**config.mk**
```make
export PLATFORM = sky130hd
export DESIGN_NAME = rst_release_seq
export DESIGN_NICKNAME = d
export VERILOG_FILES = /design/src/rtl/rrs_pkg.sv /design/src/rtl/rrs_sync.sv /design/src/rtl/rrs_pipe.sv /design/src/rtl/rrs_hold_cnt.sv /design/src/rtl/rst_release_seq.sv
export SDC_FILE = /design/constraint.sdc
export NUM_CORES = 1
export LEC_CHECK = 0
export BUFFER_PORTS_ARGS = -buffer_cell sky130_fd_sc_hd__buf_2
export CELL_PAD_IN_SITES_DETAIL_PLACEMENT = 1
export CELL_PAD_IN_SITES_GLOBAL_PLACEMENT = 1
export CORE_UTILIZATION = 50
export DETAILED_ROUTE_END_ITERATION = 16
export PLACE_DENSITY = 0.9
export SLEW_MARGIN = 10
export SYNTH_ARGS = -nofsm -noshare
export SYNTH_HDL_FRONTEND = slang
export SYNTH_SLANG_ARGS = --single-unit
```
**constraint.sdc**
```tcl
create_clock -name clk -period 6.7 [get_ports clk]
set_clock_uncertainty 0.2 [all_clocks]
set_input_delay 0.67 -clock clk [delete_from_list [all_inputs] [get_ports clk]]
set_output_delay 0.67 -clock clk [all_outputs]
set_load 0.1 [all_outputs]
```
**src/rtl/rrs_pkg.sv**
```systemverilog
package rrs_pkg;
  typedef enum logic [1:0] {
    SEQ_POR_HOLD  = 2'd0,
    SEQ_WARM_HOLD = 2'd1,
    SEQ_DELAY     = 2'd2,
    SEQ_RUN       = 2'd3
  } seq_state_e;
endpackage

```
**src/rtl/rrs_sync.sv**
```systemverilog
// Multi-stage synchronizer with asynchronous clear to zero.
module rrs_sync #(
  parameter int STAGES = 2
) (
  input  logic clk,
  input  logic clr_n,
  input  logic d,
  output logic q
);
  logic [STAGES-1:0] chain;

  always_ff @(posedge clk or negedge clr_n) begin
    if (!clr_n) chain <= '0;
    else        chain <= {chain[STAGES-2:0], d};
  end

  assign q = chain[STAGES-1];
endmodule

```
**src/rtl/rrs_pipe.sv**
```systemverilog
// Fixed-depth delay line that aligns a bus with the synchronized reset.
module rrs_pipe #(
  parameter int W     = 16,
  parameter int DEPTH = 3
) (
  input  logic         clk,
  input  logic [W-1:0] d,
  output logic [W-1:0] q
);
  logic [DEPTH-1:0][W-1:0] st;

  always_ff @(posedge clk) begin
    st <= {st[DEPTH-2:0], d};
  end

  assign q = st[DEPTH-1];
endmodule

```
**src/rtl/rrs_hold_cnt.sv**
```systemverilog
// Counts cycles a synchronized reset is low; saturates at MAX, clears when high.
module rrs_hold_cnt #(
  parameter int MAX = 32,
  localparam int CW = $clog2(MAX + 1)
) (
  input  logic          clk,
  input  logic          lo,
  output logic [CW-1:0] cnt
);
  localparam logic [CW-1:0] CAP = CW'(MAX);

  always_ff @(posedge clk) begin
    if (!lo)             cnt <= '0;
    else if (cnt != CAP) cnt <= cnt + 1'b1;
  end
endmodule

```
**src/rtl/rst_release_seq.sv**
```systemverilog
module rst_release_seq
  import rrs_pkg::*;
#(
  parameter int BOOT_W      = 16,
  parameter int SEL_BIT     = 11,
  parameter int SYNC_STAGES = 2,
  parameter int POR_MIN     = 12,
  parameter int WARM_MIN    = 2,
  parameter int POR_DELAY   = 12500,
  parameter int WARM_PULSE  = 32,
  parameter int WARM_FULL   = 30
) (
  input  logic              clk,
  input  logic              pwr_rst_n,
  input  logic              warm_rst_n,
  input  logic [BOOT_W-1:0] boot_cfg_in,
  output logic              rout_oe,
  output logic              rout_dat,
  output logic              io_hold,
  output logic [BOOT_W-1:0] boot_cfg
);
  // Power-on sync clears asynchronously, so its low window is SYNC_STAGES longer.
  localparam int POR_Q   = POR_MIN + SYNC_STAGES;
  localparam int PCNT_W  = $clog2(POR_Q + 1);
  localparam int WCNT_W  = $clog2(WARM_PULSE + 1);
  localparam int DLY_MAX = (POR_DELAY > WARM_PULSE) ? POR_DELAY : WARM_PULSE;
  localparam int DLY_W   = $clog2(DLY_MAX + 1);

  localparam logic [PCNT_W-1:0] POR_QM1  = PCNT_W'(POR_Q - 1);
  localparam logic [WCNT_W-1:0] WARM_QM1 = WCNT_W'(WARM_MIN - 1);
  localparam logic [WCNT_W-1:0] WFULL    = WCNT_W'(WARM_FULL);
  localparam logic [WCNT_W-1:0] WCAP     = WCNT_W'(WARM_PULSE);
  localparam logic [DLY_W-1:0]  PDLY     = DLY_W'(POR_DELAY);
  localparam logic [DLY_W-1:0]  WPULSE   = DLY_W'(WARM_PULSE);

  logic              por_s, warm_s;
  logic [PCNT_W-1:0] por_cnt;
  logic [WCNT_W-1:0] warm_cnt;
  logic [BOOT_W-1:0] boot_d;
  logic [DLY_W-1:0]  dly;
  seq_state_e        state;

  rrs_sync #(.STAGES(SYNC_STAGES)) u_por_sync (
    .clk(clk), .clr_n(pwr_rst_n), .d(1'b1), .q(por_s)
  );

  rrs_sync #(.STAGES(SYNC_STAGES)) u_warm_sync (
    .clk(clk), .clr_n(1'b1), .d(warm_rst_n), .q(warm_s)
  );

  rrs_hold_cnt #(.MAX(POR_Q)) u_por_cnt (
    .clk(clk), .lo(!por_s), .cnt(por_cnt)
  );

  rrs_hold_cnt #(.MAX(WARM_PULSE)) u_warm_cnt (
    .clk(clk), .lo(!warm_s), .cnt(warm_cnt)
  );

  // One stage beyond the synchronizer: captures the bus at the last low sample.
  rrs_pipe #(.W(BOOT_W), .DEPTH(SYNC_STAGES + 1)) u_boot_pipe (
    .clk(clk), .d(boot_cfg_in), .q(boot_d)
  );

  // Sequencing state is defined by the first qualified power-on assertion,
  // so that sub-minimum glitches never disturb it.
  always_ff @(posedge clk) begin
    if (!por_s) begin
      if (por_cnt >= POR_QM1) state <= SEQ_POR_HOLD;
    end else if (state == SEQ_POR_HOLD) begin
      boot_cfg <= boot_d;
      dly      <= PDLY;
      state    <= (POR_DELAY == 0) ? SEQ_RUN : SEQ_DELAY;
    end else if (!warm_s && (warm_cnt >= WARM_QM1)) begin
      state <= SEQ_WARM_HOLD;
    end else if (state == SEQ_WARM_HOLD) begin
      boot_cfg <= boot_d;
      if (warm_cnt >= WFULL) begin
        state <= SEQ_RUN;
      end else begin
        dly   <= WPULSE - DLY_W'(warm_cnt);
        state <= SEQ_DELAY;
      end
    end else if (state == SEQ_DELAY) begin
      dly <= dly - 1'b1;
      if (dly <= DLY_W'(1)) state <= SEQ_RUN;
    end
  end

  assign rout_oe  = por_s && ((state == SEQ_RUN) ||
                              ((state == SEQ_DELAY) && boot_cfg[SEL_BIT]));
  assign rout_dat = por_s && (state == SEQ_RUN);
  assign io_hold  = !por_s || (state == SEQ_POR_HOLD) || (state == SEQ_WARM_HOLD);

  AST_RUN_ENTRY: assert property (@(posedge clk) disable iff (!por_s)
    ((state == SEQ_RUN) && ($past(state) != SEQ_RUN)) |->
      (($past(state) == SEQ_DELAY) && ($past(dly) == DLY_W'(1))) ||
      (($past(state) == SEQ_WARM_HOLD) && ($past(warm_cnt) >= WFULL)) ||
      (($past(state) == SEQ_POR_HOLD) && (POR_DELAY == 0)));

  AST_DELAY_STEP: assert property (@(posedge clk) disable iff (!por_s)
    ((state == SEQ_DELAY) && ($past(state) == SEQ_DELAY) && $past(por_s)) |->
      (dly == $past(dly) - 1'b1));

  AST_BOOT_HOLD: assert property (@(posedge clk) disable iff (!por_s)
    (((state == SEQ_DELAY) || (state == SEQ_RUN)) &&
     (($past(state) == SEQ_DELAY) || ($past(state) == SEQ_RUN))) |->
      $stable(boot_cfg));

  AST_WARM_HIZ: assert property (@(posedge clk) disable iff (!por_s)
    (por_s && !warm_s && $past(!warm_s) && (state != SEQ_POR_HOLD)) |=>
      !rout_oe);

  AST_WCNT_SAT: assert property (@(posedge clk) disable iff (!por_s)
    warm_cnt <= WCAP);
endmodule

```
==> results of run 1 <==
[worst paths after layout]
check / slack, ns / startpoint / end / depth (start not counted)
worst max register to register: 4.14 / u_warm_cnt.cnt[0]$_SDFFE_PP0N_ / dly[6]$_SDFFCE_PP1P_ / 7
worst max-delay path: 3.66 / state[1]$_SDFFCE_PN0P_ / rout_dat / 3
min in group asynchronous: 0.43 / pwr_rst_n / u_por_sync.chain[1]$_DFF_PN0_ / 2
max in group asynchronous: 5.77 / pwr_rst_n / u_por_sync.chain[0]$_DFF_PN0_ / 2
worst min register to register: 0.13 / u_boot_pipe.st[15]$_DFF_P_ / u_boot_pipe.st[31]$_DFF_P_ / 0
worst min-delay path: 0.13 / u_boot_pipe.st[15]$_DFF_P_ / u_boot_pipe.st[31]$_DFF_P_ / 0
[critical path, delay by kind of cell, from the launching register on]
| kind | cells | cell delay, ns |
|---|---|---|
| flip-flops | 1 | 0.82 |
| AND/OR/NAND/NOR | 2 | 0.53 |
| buffers and inverters | 1 | 0.45 |
[kinds of logic (layout without fill, tap and decap cells)]
kind of cell	count (synthesis)	in the layout	share of synthesized area (%)
xor gates and xnor gates	18	18	4.94
adders and majority gates	10	10	3.92
DFF	94	94	69.3
AOI/OAI and AO/OA	35	35	7.60
and+or+nand+nor	58	58	10.2
buffers and inverters	20	66	2.66
muxes	4	4	1.25
other	1	1	0.117
[cells in the final DEF, fill, tap and decap left out, types with 3 or more instances in the layout]
cell type	n
nand2_1	9
o21ai_0	5
buf_2	37
a21oi_1	8
nor2_1	17
xor2_1	8
clkbuf_8	9
nor4_1	3
nand3_1	6
nor3_1	7
a21o_1	7
edfxtp_1	32
mux2i_1	4
dfxtp_1	60
inv_1	10
xnor2_1	10
ha_1	10
[sequential cells by signal, indices dropped and copies added (netlist names)]
signal / count
u_por_sync.chain: 2
u_boot_pipe.st: 32
boot_cfg: 16
u_boot_pipe.q: 16
dly: 14
u_por_cnt.cnt: 4
u_warm_cnt.cnt: 6
u_warm_sync.chain: 2
state: 2
[through the flow]
step,worst slack [ns],hold WS (ns),power [mW],instance area [µm²]
3_3_place_gp,4.21,0.110,0.808,3440
6_report,3.66,0.133,1.19,3660
3_5_place_dp,4.14,0.113,0.820,3440
2_1_floorplan,3.11,0.110,0.781,3190
5_1_grt,3.56,0.142,1.23,3660
4_1_cts,3.66,0.136,1.20,3660
[per-layer routing]
metal  track usage (%)  part of all wire [%]  up-vias
met5                 0                     0        -
met1              23.8                    39      947
met4              9.47                   2.0        0
met2              40.5                    55       40
li1                  -                     -      918
met3              6.22                   3.9       10
[final cells by class]
class / instances / area share [%]
Timing Repair Buffer: 40 / 5.75
Inverter: 10 / 1.03
Tap cell: 75 / 2.57
Sequential cell: 94 / 60.5
Clock inverter: 6 / 1.61
Multi-Input combinational cell: 126 / 24.5
Clock buffer: 10 / 4.07
[power by group through the flow]
stage | clock network, mW | logic (mW) | registers, mW
2_1_floorplan | 0 | 0.0760 | 0.705
3_3_place_gp | 0 | 0.132 | 0.675
3_5_place_dp | 0 | 0.139 | 0.681
4_1_cts | 0.384 | 0.144 | 0.669
5_1_grt | 0.404 | 0.152 | 0.674
6_report | 0.376 | 0.142 | 0.669
[what timing repair did]
action                                  CTS  global route
endpoints found under the setup margin    0             0
endpoints found under the hold margin     2             0
setup buffers                             0             0
hold buffers                              1             0
==> run_results.csv, run 1 <==
group,metric,value,unit
run_status,status,"finished, final reports clean",
yosys,synthesis.nets,269,
detailed_routing,first_iter_violations,107,
detailed_routing,dr_total_vias,1915,
placed_design,place_inst,344,
flow_run,maxCapViolations,0,
yosys,synth-seq-cells,94,
cts,cts_tree,"done",
critical_path,critPathRequiredTime,5.83,ns
finish,finalNonFillerCells,361,
global_routing,antenna_found_initial,0,
critical_path,max_stage_delay,0.82,ns
critical_path,critPathSlowestCell,"edfxtp_1",
critical_path,cp_cell_sequence,"nand2_1 > nor2_1 > buf_2",
cts,root_buffer,"clkbuf_8",
global_routing,grt_util_all_layers,22.2,%
yosys,synth_top_area_share,37.6,%
timing,finalCritPeriodShare,45.4,%
timing,report.final.hold_viol_count,0,
global_routing,grt-ovfl-total,0,
critical_path,endpoint_kind,"output port",
global_routing,first_global_vias,2004,
floorplanning,fp.dieH,81.9,µm
timing,max_freq,0.329,GHz
detailed_routing,routed_wirelength,6650,µm
finish,fin_util,60.7,%
power,p_sw,0.343,mW
timing,final_max_slew_viol_count,0,
power,irDropWorstVdd,0.000299,V
placed_design,gp_congestion,0.733,
power,seqPwrFrac,56.3,%
critical_path,cp-start-kind,"flop",
finish,drive_gt1_share,22.7,%
cts,cts.repair.resized,0,
yosys,synth_cell_types,47,
floorplanning,start_util,53.0,%
yosys,synth-seq-area-share,69.3,%
power,sw_frac_of_total,28.9,%
floorplanning,ioPinCount,38,
yosys,synthTopCellsByArea,"dfxtp_1 38%, edfxtp_1 30%, ha_1 3.9%",
cts,cts.sinks,94,
detailed_routing,drc,0,
placed_design,dpl.hpwl,4400,µm
power,power_leakage,1.51,nW
yosys,avgSynthCellArea,13.3,µm²
timing,period_minus_slack,3.04,ns
timing,setup_viol,0,
timing,tns,0,ns
power,p_int,0.844,mW
yosys,yosysTopAreaCell,"dfxtp_1",
cts,cts.clk_slew.worst_paths,0.09,ns
finish,diodes,0,
floorplanning,die_w,81.9,µm
detailed_routing,routedWlPerCell,18.4,µm
critical_path,cp_data_arrival_time,2.17,ns
detailed_routing,postRouteAntennaNets,0,
power,clockPowerShare,31.7,%
floorplanning,num_rows,28,
yosys,synth_edf_count,32,
detailed_routing,vias_per_cell,5.30,
finish,nNetsFinal,310,
power,power_density,325,nW/µm²
power,p_comb_share,12.0,%
floorplanning,die-area,6710,µm²
finish,n_fill_cell,614,
cts,clockBufferDepth,2,
placed_design,port-buffer-count,37,
cts,cts_buffers,9,
yosys,synthCells,240,
finish,multi_input_area,896,µm²
timing,maxSlewHeadroom,51.3,%
yosys,async_reset_ff_share,2.13,%
critical_path,path_max_fanout,21,
critical_path,path_class,"reg2out",
global_routing,grt_max_degree,22,
yosys,netlist_top_cells_count,"60 x dfxtp_1, 32 x edfxtp_1, 17 x nor2_1",
floorplanning,core,6030,µm²
cts,clk_latency,0.36,ns
yosys,yosys.cell_count.top_type,"dfxtp_1",
yosys,ys.flop_type,"dfxtp_1",
yosys,synth_area,3190,µm²
cts,cts_max_level,3,
timing,worst_pin_slew,0.729,ns
finish,syn_to_final_growth,14.5,%
finish,regArea,2210,µm²
worst_hold_path,min-delay-path-class,"reg2reg",
timing,rsz0062_at_grt,"no",
detailed_routing,drtPass1Iterations,4,
global_routing,grt_pass1_wl,10400,µm
yosys,synth_warnings,0,
(Power assumes the default switching activity.)
==> inputs of run 2 (changes only) <==
- ABC_AREA: default -> 1
- CORE_UTILIZATION: 50 -> 41
- PLACE_DENSITY: 0.9 -> 0.81
- clock period: 6.7 -> 2.77 ns (I/O delays scaled with it)
==> run 2 against run 1 <==
Effect of this change: the flow now finishes with violations (DRC); synthesized area grew 1.8%; critical path type unchanged; largest power group unchanged; sequential power is 140% higher; via count rose by 12%.
==> run_results.csv, run 2 <==
group,metric,value,unit
timing,finalCritPeriodShare,88.4,%
critical_path,critPathBufInv,2,
critical_path,cp_cell_sequence,"nand2_1 > inv_1 > o21a_1 > buf_2",
yosys,synth_area,3250,µm²
cts,cts.sinks,94,
floorplanning,start_util,42.3,%
yosys,synth_top_area_share,37.0,%
critical_path,cp_top_family,"flip-flops",
critical_path,cp_data_arrival_time,1.97,ns
timing,worst_pin_slew,0.577,ns
yosys,async_reset_ff_share,2.13,%
finish,diodes,0,
detailed_routing,postRouteAntennaNets,0,
finish,multi_input_area,892,µm²
power,irDropWorstVdd,0.000444,V
finish,syn_to_final_growth,20.8,%
timing,rsz0062_at_grt,"no",
timing,report.final.hold_viol_count,0,
floorplanning,ioPinCount,38,
finish,nNetsFinal,378,
cts,clockBufferDepth,2,
critical_path,max_stage_delay,0.73,ns
timing,max_freq,0.408,GHz
placed_design,dpl.hpwl,5040,µm
finish,final_common_cell,"dfxtp_1",
yosys,avgSynthCellArea,11.4,µm²
global_routing,grt_pass1_wl,11600,µm
floorplanning,fp.dieH,91.0,µm
cts,cts_max_level,3,
global_routing,grt_max_degree,19,
yosys,synth-seq-cells,94,
yosys,yosys.cell_count.top_type,"dfxtp_1",
flow_run,maxCapViolations,0,
finish,regArea,2210,µm²
yosys,synthCells,284,
critical_path,endpoint_kind,"output port",
critical_path,r2r_cells,7,
timing,period_minus_slack,2.45,ns
cts,cts_buffers,9,
run_status,status,"finished with violations",
timing,tns,0,ns
finish,drive_gt1_share,19.2,%
critical_path,path_max_fanout,15,
finish,fin_util,51.0,%
yosys,synth_cell_types,33,
global_routing,grt_util_all_layers,18.7,%
critical_path,r2r-end,"boot_cfg[14]$_DFFE_PP_",
power,power_leakage,1.69,nW
cts,cts.clk_slew.worst_paths,0.10,ns
floorplanning,num_rows,32,
global_routing,antenna_found_initial,0,
yosys,synth_warnings,0,
yosys,synthTopCellsByArea,"dfxtp_1 37%, edfxtp_1 30%, nand2_1 4.5%",
cts,clk_latency,0.36,ns
critical_path,r2r_slack,0.66,ns
finish,n_fill_cell,854,
finish,largest_reg_flops,32,
placed_design,post-place-ws,0.666,ns
critical_path,critical_path_depth,4,
finish,finalNonFillerCells,456,
yosys,netlist_top_cells_count,"60 x dfxtp_1, 39 x nand2_1, 33 x inv_1, 32 x edfxtp_1, 23 x nor2_1",
cts,cts.repair.resized,0,
power,power_density,715,nW/µm²
placed_design,port-buffer-count,37,
timing,setup_viol,0,
detailed_routing,drtPass1Iterations,10,
finish,layout_common_cells,"60 x dfxtp_1, 39 x nand2_1, 37 x buf_2",
cts,root_buffer,"clkbuf_8",
yosys,synth_edf_count,32,
detailed_routing,drc,1,
placed_design,gp_congestion,0.845,
yosys,ys.flop_type,"dfxtp_1",
yosys,synth-seq-area-share,68.1,%
timing,final_max_slew_viol_count,0,
run_status,violations,"DRC",
critical_path,cp-start-kind,"flop",
detailed_routing,dr_total_vias,2149,
worst_hold_path,min-delay-path-class,"in2async",
global_routing,grt-ovfl-total,0,
detailed_routing,routedWlPerCell,15.5,µm
critical_path,path_class,"reg2out",
critical_path,critPathRequiredTime,2.29,ns
placed_design,postPlaceCellArea,3560,µm²
finish,regMostFlops,"u_boot_pipe.st",
timing,finalWorstSetupSlack,0.321,ns
yosys,synthesis.nets,313,
yosys,yosysTopAreaCell,"dfxtp_1",
detailed_routing,routed_wirelength,7090,µm
placed_design,place_inst,422,
floorplanning,die-area,8290,µm²
timing,maxSlewHeadroom,61.5,%
detailed_routing,first_iter_violations,115,
finish,finalInstanceArea,3920,µm²
floorplanning,die_w,91.0,µm
critical_path,critPathSlowestCell,"edfxtp_1",
floorplanning,core,7690,µm²
cts,cts_tree,"done",
critical_path,worstReg2RegStart,"u_warm_cnt.cnt[1]$_SDFFE_PP0N_",
global_routing,first_global_vias,2381,
detailed_routing,vias_per_cell,4.71,
critical_path,crit_start,"state[1]$_SDFFCE_PN0P_",
## run 2: layout make-up
class                   count  share of cell area [%]
clock inverters             7                    1.63
multi-input cells         154                    22.7
clock buffers               9                    3.16
well taps                 102                    3.25
flip-flops and latches     94                    56.4
inverters                  33                    3.16
repair buffers             57                    9.69
## run 2: how the worst max path moves through the flow
stage / end
after detailed placement: boot_cfg[12]$_DFFE_PP_
final: rout_oe
after floorplan: rout_dat
after global routing: rout_oe
after global placement: boot_cfg[15]$_DFFE_PP_
after CTS: rout_oe
## run 2: metal layers
metal	part of all wire [%]	up-vias	global-route usage, %
met5	0	-	0
met4	4.6	0	11.5
met3	2.4	22	3.18
met2	55	34	35.5
met1	38	1036	18.9
li1	-	1057	-
## run 2: per-stage QoR
stage               hold WS (ns)  power [mW]
finish                    0.0444        2.81
CTS                       0.0472        2.81
detailed placement        -0.127        1.95
global placement          -0.136        1.92
floorplan                 -0.219        1.86
global route              0.0410        2.93
## run 2: power breakdown
part	internal [mW]	switching, mW	leakage (nW)
clock	0.347	0.522	0.0903
sequential	1.53	0.0576	0.830
combinational	0.100	0.254	0.770
## run 2: cells by family (layout without fill, tap and decap cells)
group           Yosys count  count (layout)  synth area share (%)
xor+xnor                  9               9                  2.43
simple gates             99              99                  14.6
other cells               1               1                 0.115
flops                    94              94                  68.1
buf+inv                  36             106                  4.54
compound gates           35              35                  6.43
fa+ha+maj                10              10                  3.85
## run 2: timing repair
action,in CTS,in global routing
setup buffers,0,0
hold buffers,18,0
hold endpoints to repair,19,0
## run 2: worst reg2reg max path: stages (launching register included)
cell and delay (ns):
dfxtp_1 0.41, inv_1 0.13, ha_1 0.19, or2_1 0.24, o21ai_4 0.18, o21ai_2 0.09, nor2_1 0.11, buf_4 0.26
==> inputs of run 3 (changes only) <==
--- a/config.mk
+++ b/config.mk
@@ -11,2 +11,3 @@
 export CELL_PAD_IN_SITES_GLOBAL_PLACEMENT = 1
+export CORE_MARGIN = 1.5
 export CORE_UTILIZATION = 41
--- a/constraint.sdc
+++ b/constraint.sdc
@@ -4,2 +4,2 @@
 set_output_delay 0.277 -clock clk [all_outputs]
-set_load 0.1 [all_outputs]
+set_load 0.02 [all_outputs]
==> run 3 against run 2 <==
Effect of this change: the run now ends clean; register-to-register slack hardly changed; count of clock-buffer cells in the layout stayed put; flip-flop and latch count stayed put; highest routed layer unchanged; sequential power hardly changed; final area is 0.19% higher; fmax is 9.6% higher; non-clock buffer count stayed put; die area is 2.2% higher.
==> run_results.csv, run 3 (same netlist as run 2, synthesis figures left out) <==
group,metric,value,unit
power,p_comb_share,9.4,%
finish,regArea,2210,µm²
power,p_total,2.73,mW
placed_design,port-buffer-count,37,
critical_path,cp_cell_sequence,"nand2_1 > inv_1 > o21a_1 > buf_2",
finish,n_fill_cell,862,
finish,multi_input_area,890,µm²
cts,cts.sinks,94,
timing,setup_viol,0,
critical_path,cp-start-kind,"flop",
placed_design,gp_congestion,0.831,
power,irDropWorstVdd,0.000364,V
detailed_routing,first_iter_violations,66,
critical_path,cp_data_arrival_time,1.76,ns
critical_path,endpoint_kind,"output port",
critical_path,path_max_fanout,15,
critical_path,path_class,"reg2out",
detailed_routing,postRouteAntennaNets,0,
finish,largest_reg_flops,32,
timing,period_minus_slack,2.23,ns
cts,clk_latency,0.36,ns
placed_design,post-place-ws,0.657,ns
timing,rsz0062_at_grt,"no",
critical_path,max_stage_delay,0.73,ns
floorplanning,die-area,8470,µm²
timing,final_max_slew_viol_count,0,
cts,root_buffer,"clkbuf_8",
power,clockPowerShare,32.5,%
global_routing,grt-ovfl-total,0,
worst_hold_path,min-delay-path-class,"in2async",
finish,layout_common_cells,"60 x dfxtp_1, 39 x nand2_1, 37 x buf_2",
power,p_sw,0.741,mW
global_routing,grt_pass1_wl,11300,µm
timing,maxSlewHeadroom,60.7,%
critical_path,critPathBufInv,2,
critical_path,r2r-end,"boot_cfg[10]$_DFFE_PP_",
placed_design,dpl.hpwl,4690,µm
flow_run,maxCapViolations,0,
floorplanning,start_util,42.3,%
timing,max_freq,0.448,GHz
power,seqPwrFrac,58.1,%
power,power_leakage,1.70,nW
global_routing,antenna_found_initial,0,
finish,diodes,0,
power,sw_frac_of_total,27.2,%
global_routing,grt_max_degree,20,
timing,finalWorstSetupSlack,0.536,ns
critical_path,r2r_cells,7,
critical_path,critPathSlowestCell,"edfxtp_1",
power,power_density,693,nW/µm²
floorplanning,core,7690,µm²
detailed_routing,routed_wirelength,6770,µm
finish,regMostFlops,"u_boot_pipe.st",
finish,nNetsFinal,378,
global_routing,grt_util_all_layers,17.6,%
detailed_routing,dr_total_vias,2162,
cts,cts_tree,"done",
cts,clockBufferDepth,2,
detailed_routing,drc,0,
timing,report.final.hold_viol_count,0,
critical_path,critPathRequiredTime,2.29,ns
detailed_routing,vias_per_cell,4.74,
timing,tns,0,ns
cts,cts_buffers,9,
detailed_routing,routedWlPerCell,14.8,µm
floorplanning,num_rows,32,
cts,cts_max_level,3,
critical_path,r2r_slack,0.67,ns
detailed_routing,drtPass1Iterations,4,
finish,syn_to_final_growth,21.0,%
floorplanning,fp.dieH,92.0,µm
run_status,status,"finished, final reports clean",
critical_path,worstReg2RegStart,"u_warm_cnt.cnt[1]$_SDFFE_PP0N_",
cts,cts_setup_buffers,0,
timing,worst_pin_slew,0.589,ns
finish,final_common_cell,"dfxtp_1",
finish,drive_gt1_share,18.9,%
critical_path,critical_path_depth,4,
global_routing,first_global_vias,2368,
timing,finalCritPeriodShare,80.7,%
critical_path,cp_top_family,"flip-flops",
floorplanning,ioPinCount,38,
cts,cts.clk_slew.worst_paths,0.09,ns
floorplanning,die_w,92.0,µm
power,p_int,1.98,mW
-- run 3: cell types whose count changed in the layout (fill, tap and decap cells not counted) --
cell	delta
clkinvlp_4	-2
clkinv_8	+1
inv_4	+1
inv_6	-1
inv_8	+1
nor2_1	+1
nor2_2	-1
-- run 3: power groups by stage --
stage / Sequential (mW) / Clock, mW / Combinational, mW
floorplan: 1.61 / 0 / 0.153
global placement: 1.61 / 0 / 0.222
detailed placement: 1.62 / 0 / 0.236
CTS: 1.58 / 0.906 / 0.259
global route: 1.59 / 0.965 / 0.289
finish: 1.58 / 0.885 / 0.257
-- run 3: layout make-up --
cell class,instances,share of cell area [%]
timing repair buffer,57,9.68
sequential,94,56.3
clock inverter,7,1.88
inverter,33,3.15
clock buffer,9,3.15
tap,102,3.25
multi-input combinational,154,22.6
-- run 3: repair_timing --
item | 4_1_cts | 5_1_grt
hold buffers | 18 | 0
hold endpoints to repair | 19 | 0
gates resized for setup | 0 | 0
-- run 3: worst max-delay path by stage --
| stage | startpoint | to | slack (ns) |
|---|---|---|---|
| final | state[1]$_SDFFCE_PN0P_ | rout_oe | 0.54 |
| after global routing | state[1]$_SDFFCE_PN0P_ | rout_oe | 0.41 |
| after CTS | state[1]$_SDFFCE_PN0P_ | rout_oe | 0.51 |
| after detailed placement | u_warm_cnt.cnt[1]$_SDFFE_PP0N_ | boot_cfg[13]$_DFFE_PP_ | 0.66 |
| after global placement | u_warm_cnt.cnt[1]$_SDFFE_PP0N_ | boot_cfg[7]$_DFFE_PP_ | 0.75 |
| after floorplan | u_warm_cnt.cnt[1]$_SDFFE_PP0N_ | boot_cfg[0]$_DFFE_PP_ | 0.36 |
-- run 3: metrics by stage --
stage	cell area, µm²	instances	utilization [%]	hold WS (ns)
2_1_floorplan	3250	284	-	-0.219
3_3_place_gp	3550	422	46.2	-0.136
3_5_place_dp	3550	422	46.2	-0.132
4_1_cts	3930	456	51.1	0.0125
5_1_grt	3930	456	51.1	0.0147
6_report	3930	456	51.1	0.0371
-- run 3: metal layers --
metal	track usage, %	wire, µm	share of wire, %
met1	20.1	2880	43
met4	6.28	100	1.5
met3	4.31	195	2.9
met5	0	0	0
met2	31.7	3590	53
